## config.mk

```make
export PLATFORM = sky130hd
export DESIGN_NAME = vlen_state_csr
export DESIGN_NICKNAME = d
export VERILOG_FILES = /design/src/rtl/vls_pkg.sv /design/src/rtl/vls_ctrl.sv /design/src/rtl/vls_datapath.sv /design/src/rtl/vlen_state_csr.sv
export SDC_FILE = /design/constraint.sdc
export NUM_CORES = 1
export LEC_CHECK = 0
export BUFFER_PORTS_ARGS = -buffer_cell sky130_fd_sc_hd__buf_2
export CAP_MARGIN = 20
export CORE_MARGIN = 5
export CORE_UTILIZATION = 55
export CTS_CLUSTER_DIAMETER = 200
export DETAILED_ROUTE_END_ITERATION = 12
export GPL_TIMING_DRIVEN = 1
export PLACE_DENSITY = 0.93
export RECOVER_POWER = 25
export SYNTH_ARGS = -nofsm -noshare
export SYNTH_HDL_FRONTEND = slang
export SYNTH_SLANG_ARGS = --single-unit
```

## constraint.sdc

```tcl
create_clock -name clk -period 33.7 [get_ports clk]
set_input_delay 6.74 -clock clk [delete_from_list [all_inputs] [get_ports clk]]
set_output_delay 6.74 -clock clk [all_outputs]
set_load 0.01 [all_outputs]
```

## src/rtl/vls_pkg.sv

```systemverilog
package vls_pkg;
  localparam int FIELD_W = 6;
  localparam int LEN_W   = FIELD_W + 1;
  localparam int WORD_W  = 32;

  typedef enum logic [1:0] {OP_WRITE = 2'd0, OP_SET = 2'd1, OP_CLEAR = 2'd2, OP_NONE = 2'd3} swOp_e;
  typedef enum logic [1:0] {TGT_WORD = 2'd0, TGT_VL = 2'd1, TGT_MAXVL = 2'd2, TGT_NONE = 2'd3} swTgt_e;

  typedef struct packed {
    logic [1:0]         pad;
    logic [1:0]         dstSub;
    logic [1:0]         srcSub;
    logic [1:0]         subLen;
    logic [FIELD_W-1:0] dstOffs;
    logic [FIELD_W-1:0] srcOffs;
    logic [FIELD_W-1:0] curLen;
    logic [FIELD_W-1:0] maxLen;
  } stateWord_t;

  typedef struct packed {
    logic   takeSwap;
    logic   takeSw;
    logic   takeLoop;
    logic   immAdj;
    swOp_e  op;
    swTgt_e tgt;
  } strobe_t;

  // Force every field into range: cap, then length order, then offsets.
  function automatic stateWord_t legalize(input stateWord_t w, input logic [FIELD_W-1:0] cap);
    stateWord_t r;
    r = w;
    r.pad = 2'b00;
    if (r.maxLen > cap)      r.maxLen  = cap;
    if (r.curLen > r.maxLen) r.curLen  = r.maxLen;
    if (r.srcOffs > r.curLen) r.srcOffs = r.curLen;
    if (r.dstOffs > r.curLen) r.dstOffs = r.curLen;
    if (r.srcSub > r.subLen) r.srcSub  = r.subLen;
    if (r.dstSub > r.subLen) r.dstSub  = r.subLen;
    return r;
  endfunction
endpackage

```

## src/rtl/vls_ctrl.sv

```systemverilog
module vls_ctrl
  import vls_pkg::*;
(
  input  logic       clk,
  input  logic       rstN,
  input  logic       swEn,
  input  logic [1:0] swOp,
  input  logic [1:0] swTarget,
  input  logic       swImm,
  input  logic       loopEn,
  input  logic       swapEn,
  output strobe_t    stb
);
  swOp_e  opDec;
  swTgt_e tgtDec;
  logic   swReal;

  always_comb begin
    opDec  = swOp_e'(swOp);
    tgtDec = swTgt_e'(swTarget);
    swReal = swEn && (opDec != OP_NONE) && (tgtDec != TGT_NONE);
    stb.op       = opDec;
    stb.tgt      = tgtDec;
    stb.immAdj   = swImm && (opDec == OP_WRITE);
    stb.takeSwap = swapEn;
    stb.takeSw   = swReal && !swapEn;
    stb.takeLoop = loopEn && !swapEn && !swReal;
  end

  // a privilege swap suppresses every other source
  assert_swap_wins_R11: assert property (@(posedge clk) disable iff (!rstN)
    swapEn |-> (!stb.takeSw && !stb.takeLoop));

  // a real software access drops the loop load
  assert_sw_over_loop_R10: assert property (@(posedge clk) disable iff (!rstN)
    (swEn && !swapEn && swOp != 2'd3 && swTarget != 2'd3) |-> !stb.takeLoop);
endmodule

```

## src/rtl/vls_datapath.sv

```systemverilog
module vls_datapath
  import vls_pkg::*;
#(
  parameter int MAXLEN = 64,
  parameter int DATA_W = 64
) (
  input  logic               clk,
  input  logic               rstN,
  input  strobe_t            stb,
  input  logic [DATA_W-1:0]  swData,
  input  logic [FIELD_W-1:0] loopSrcOffs,
  input  logic [FIELD_W-1:0] loopDstOffs,
  input  logic [1:0]         loopSrcSub,
  input  logic [1:0]         loopDstSub,
  input  logic [WORD_W-1:0]  swapIn,
  output logic [DATA_W-1:0]  rdData,
  output logic [LEN_W-1:0]   lenOut,
  output logic [WORD_W-1:0]  stateOut,
  output logic [LEN_W-1:0]   vlLen,
  output logic [LEN_W-1:0]   maxLen
);
  localparam int REQ_W = DATA_W + 1;
  localparam logic [FIELD_W-1:0] CAP = FIELD_W'(MAXLEN - 1);
  localparam stateWord_t RESET_WORD = '{pad: 2'b0, dstSub: 2'b0, srcSub: 2'b0, subLen: 2'b0,
                                        dstOffs: '0, srcOffs: '0, curLen: '0, maxLen: CAP};

  stateWord_t st, swResult, loopResult, nextRaw, nextSt;
  logic [LEN_W-1:0]   curAct, maxAct, oldLen, limit, limitM1;
  logic [REQ_W-1:0]   req, dataExt;
  logic [FIELD_W-1:0] newLenField;
  logic [WORD_W-1:0]  wordNext;

  always_comb begin
    curAct  = {1'b0, st.curLen} + LEN_W'(1);
    maxAct  = {1'b0, st.maxLen} + LEN_W'(1);
    oldLen  = (stb.tgt == TGT_VL) ? curAct : maxAct;
    limit   = (stb.tgt == TGT_VL) ? maxAct : LEN_W'(MAXLEN);
    limitM1 = limit - LEN_W'(1);
    dataExt = {1'b0, swData};
    case (stb.op)
      OP_WRITE: req = dataExt + (stb.immAdj ? REQ_W'(1) : REQ_W'(0));
      OP_SET:   req = REQ_W'(oldLen) | dataExt;
      OP_CLEAR: req = REQ_W'(oldLen) & ~dataExt;
      default:  req = '0;
    endcase
    if (req == '0)                 newLenField = '0;
    else if (req > REQ_W'(limit))  newLenField = limitM1[FIELD_W-1:0];
    else                           newLenField = FIELD_W'(req - REQ_W'(1));

    case (stb.op)
      OP_SET:   wordNext = st | swData[WORD_W-1:0];
      OP_CLEAR: wordNext = st & ~swData[WORD_W-1:0];
      default:  wordNext = swData[WORD_W-1:0];
    endcase

    swResult = st;
    case (stb.tgt)
      TGT_WORD:  swResult = stateWord_t'(wordNext);
      TGT_VL:    swResult.curLen = newLenField;
      TGT_MAXVL: swResult.maxLen = newLenField;
      default:   swResult = st;
    endcase

    loopResult         = st;
    loopResult.srcOffs = loopSrcOffs;
    loopResult.dstOffs = loopDstOffs;
    loopResult.srcSub  = loopSrcSub;
    loopResult.dstSub  = loopDstSub;

    if (stb.takeSwap)      nextRaw = stateWord_t'(swapIn);
    else if (stb.takeSw)   nextRaw = swResult;
    else if (stb.takeLoop) nextRaw = loopResult;
    else                   nextRaw = st;
    nextSt = legalize(nextRaw, CAP);

    if ((stb.tgt == TGT_VL || stb.tgt == TGT_MAXVL) && stb.op != OP_NONE)
      lenOut = {1'b0, newLenField} + LEN_W'(1);
    else
      lenOut = '0;

    case (stb.tgt)
      TGT_WORD:  rdData = DATA_W'(st);
      TGT_VL:    rdData = DATA_W'(curAct);
      TGT_MAXVL: rdData = DATA_W'(maxAct);
      default:   rdData = '0;
    endcase
  end

  always_ff @(posedge clk) begin
    if (!rstN) st <= RESET_WORD;
    else       st <= nextSt;
  end

  assign stateOut = st;
  assign vlLen    = {1'b0, st.curLen} + LEN_W'(1);
  assign maxLen   = {1'b0, st.maxLen} + LEN_W'(1);

  // current length never above the maximum
  assert_vl_bound_R3: assert property (@(posedge clk) disable iff (!rstN)
    vlLen <= maxLen);

  // the two top bits stay clear
  assert_pad_zero_R8: assert property (@(posedge clk) disable iff (!rstN)
    stateOut[31:30] == 2'b00);

  // the returned length is the one stored
  assert_len_result_R4: assert property (@(posedge clk) disable iff (!rstN)
    (stb.takeSw && stb.tgt == TGT_VL) |=> (vlLen == $past(lenOut)));

  // maximum-length write stores the returned value
  assert_max_result_R5: assert property (@(posedge clk) disable iff (!rstN)
    (stb.takeSw && stb.tgt == TGT_MAXVL) |=> (maxLen == $past(lenOut)));

  // an in-range shadow maximum is loaded unchanged
  assert_swap_load_R11: assert property (@(posedge clk) disable iff (!rstN)
    (stb.takeSwap && swapIn[5:0] <= CAP) |=> (stateOut[5:0] == $past(swapIn[5:0])));

  // with no source selected the word holds
  assert_idle_hold_R10: assert property (@(posedge clk) disable iff (!rstN)
    !(stb.takeSwap || stb.takeSw || stb.takeLoop) |=> $stable(stateOut));
endmodule

```

## src/rtl/vlen_state_csr.sv

```systemverilog
module vlen_state_csr
  import vls_pkg::*;
#(
  parameter int MAXLEN = 64,
  parameter int DATA_W = 64
) (
  input  logic              clk,
  input  logic              rstN,
  input  logic              swEn,
  input  logic [1:0]        swOp,
  input  logic [1:0]        swTarget,
  input  logic              swImm,
  input  logic [DATA_W-1:0] swData,
  output logic [DATA_W-1:0] rdData,
  output logic [6:0]        lenOut,
  input  logic              loopEn,
  input  logic [5:0]        loopSrcOffs,
  input  logic [5:0]        loopDstOffs,
  input  logic [1:0]        loopSrcSub,
  input  logic [1:0]        loopDstSub,
  input  logic              swapEn,
  input  logic [31:0]       swapIn,
  output logic [31:0]       stateOut,
  output logic [6:0]        vlLen,
  output logic [6:0]        maxLen
);
  strobe_t stb;

  vls_ctrl u_ctrl (
    .clk(clk), .rstN(rstN), .swEn(swEn), .swOp(swOp), .swTarget(swTarget),
    .swImm(swImm), .loopEn(loopEn), .swapEn(swapEn), .stb(stb)
  );

  vls_datapath #(.MAXLEN(MAXLEN), .DATA_W(DATA_W)) u_dp (
    .clk(clk), .rstN(rstN), .stb(stb), .swData(swData),
    .loopSrcOffs(loopSrcOffs), .loopDstOffs(loopDstOffs),
    .loopSrcSub(loopSrcSub), .loopDstSub(loopDstSub), .swapIn(swapIn),
    .rdData(rdData), .lenOut(lenOut), .stateOut(stateOut),
    .vlLen(vlLen), .maxLen(maxLen)
  );
endmodule

```

==> impl_metrics.ini <==
[power]
powerDensity_nw_per_um2 = 36.1
leakagePower_nw = 3.51
switching_share_pct = 47.9
comb_power_share_pct = 59.2
ir_drop_v = 0.0000332
report.power.total_mw = 0.300
p_int_mw = 0.156
power_frac_seq_pct = 20.3
p_sw_mw = 0.144
p_clk_share_pct = 20.5

[routing]
vias = 9804
drt-pass1-iter-count = 7
drc_errors = 0
wl_um = 29500
ant_nets = 0
drt-vias-per-instance = 6.92
wl_per_cell_um = 20.9
initialDrtViolationCount = 1523

[floorplan]
fp.coreArea_um2 = 13100
initial_core_util_pct = 55.7
io_pins = 239
die_x_um = 125
dieArea_um2 = 15700
die_h_um = 125
row_count = 42

[logic_synthesis]
synth_edf_count = 0
yosysUniqueCellTypes = 83
synth_most_common_cell = a21oi_1
synth_common_cells = a21oi_1 (103), nand2_1 (91), nor2_1 (70)
synth-seq-cells = 30
post_synth.cell_area_avg_um2 = 6.66
synthArstFlopShare_pct = 0
netlist_top_cells_area = dfxtp_1 (8.2%), ha_1 (7.9%), a21oi_1 (7.0%)
synth_seq_area_share_pct = 8.20
synth_area_um2 = 7320
syn_inst = 1100
yosysWarnings = 0
yosys.area.top_type = dfxtp_1
yosysTopAreaCellShare_pct = 8.20
ys.flop_type = dfxtp_1

[timing]
setup_viol = 0
finClkSkew_ps = 11.4
finalCriticalPeriod_ps = 20380
whs_ps = 925
min_period_over_period_pct = 60.5
slew_headroom_pct = 20.6
finalSetupTns_ps = 0
worstMarginPinSlew_ps = 1180
hold_violations = 0
max_freq_mhz = 49.1
rsz0062_at_grt = no
fin_ws_ps = 13320
slew_viol_final = 0

[grt]
grt_pass1_vias = 8924
grt_max_degree = 53
grt_usage_pct = 34.7
antenna_found_initial = 2
overflow = 0
grt_pass1_wl_um = 45900

[cts]
cts_sinks = 30
clk_pin_slew_ps = 50
cts_buffers = 5
insertion_delay_ps = 280
ctsResizeCount = 0
hold_buffers = 0
post_cts_buffers = 0
htree_num_levels = 2
cts_root_buf = clkbuf_16
cts_tree = built
clockBufferDepth = 2

[placed_design]
pre_cts_slack_ps = 13580
finalWeightedCongestion = 1.03
hpwl_um = 22600
numPortBuffers = 200

[setup_path]
cpPeakStageDelay_ps = 780
crit_path_end_kind = output port
arrival_ps = 13640
required_ps = 26960
path_class = in -> out
crit_top_cell = ha_1
critPathLaunchType = input pin
worstPathCellList = buf_2, inv_1, ha_1, and2_1, ha_1, ha_1, nand4_1, or4_1, nor4_2, mux2i_1, a2111oi_0, a31oi_1, nor2_1, nand3_4, a21oi_2, ha_1, o21ai_0, or4_4, and3_4, or3_1, a21oi_1, buf_2
cp_max_fo = 21
critPathSlowestCell = nor2_1

[layout]
fill_cells = 1210
nNetsFinal = 1405
largest_register_ff_count = 30
post-route-util_pct = 63.4
drive_above_1_share_pct = 18.3
area_growth_pct = 13.8

[run]
drv_cap = 0

[hold_path]
hold_class = reg -> reg

[status]
status = finished clean
-- area by class of cell --
type                       count  area [um2]  area share [%]
tap                          176         220            2.64
timing repair buffer         208        1030            12.3
antenna                        2        5.00          0.0601
multi-input combinational    949        6120            73.4
clock inverter                 2        60.1           0.721
clock buffer                   6         139            1.67
inverter                      43         161            1.94
sequential                    30         601            7.21
-- path summary, 6_finish.rpt --
check	slack (ps)	to	cells past startpoint	start
worst max register to register	22960	u_dp.stateOut[13]	42	u_dp.stateOut[0]
worst min register to register	930	u_dp.stateOut[24]	4	u_dp.stateOut[24]
worst min-delay path	930	u_dp.stateOut[24]	4	u_dp.stateOut[24]
worst max-delay path	13320	lenOut[2]	22	swOp[0]
-- cells in the final DEF (no fill, tap or decap), types with 28 or more instances in the layout --
cell      netlist  routed
dfxtp_1        30      30
conb_1          1      36
and2_1         34      34
buf_2           7     173
nand4_1        41      41
inv_1          43      43
nand2b_1       34      34
nor3_1         28      28
nand2_1        91      91
ha_1           46      46
a21oi_1       103     103
o21ai_0        46      46
nand3_1        56      56
nor2_1         70      70
-- routing by layer --
metal | up-vias | track usage (%) | wire length (um)
li1 | 4385 | - | -
met1 | 4427 | 44.9 | 10900
met2 | 847 | 55.8 | 13100
met3 | 145 | 6.40 | 4050
met4 | 0 | 16.8 | 1450
met5 | - | 0 | 0
-- critical path: cells and delay by family --
kind	cells	cell delay (ps)
compound gates	5	1100
simple gates	9	3820
fa+ha+maj	4	1480
buf+inv	3	350
mux	1	140
-- through the flow --
| step | instances | instance area [um2] |
|---|---|---|
| finish | 1416 | 8330 |
| global route | 1416 | 8330 |
| global placement | 1406 | 8160 |
| floorplan | 1135 | 7450 |
| CTS | 1414 | 8360 |
| detailed placement | 1406 | 8160 |
-- power by group through the flow --
| stage | clock [mW] | sequential, mW | combinational [mW] |
|---|---|---|---|
| 3_5_place_dp | 0 | 0.0596 | 0.173 |
| 3_3_place_gp | 0 | 0.0596 | 0.169 |
| 2_1_floorplan | 0 | 0.0562 | 0.118 |
| 6_report | 0.0615 | 0.0609 | 0.178 |
| 5_1_grt | 0.0628 | 0.0606 | 0.194 |
| 4_1_cts | 0.0609 | 0.0588 | 0.175 |
-- cell families after synthesis --
kind of cell	Yosys count	share of synthesized area (%)
and+or+nand+nor	483	36.3
buffers and inverters	156	10.1
muxes	28	4.02
AOI/OAI and AO/OA	333	30.7
adders and majority gates	46	7.86
DFF	30	8.20
xor gates and xnor gates	23	2.75
other	1	0.0512
(Power assumes the default switching activity.)
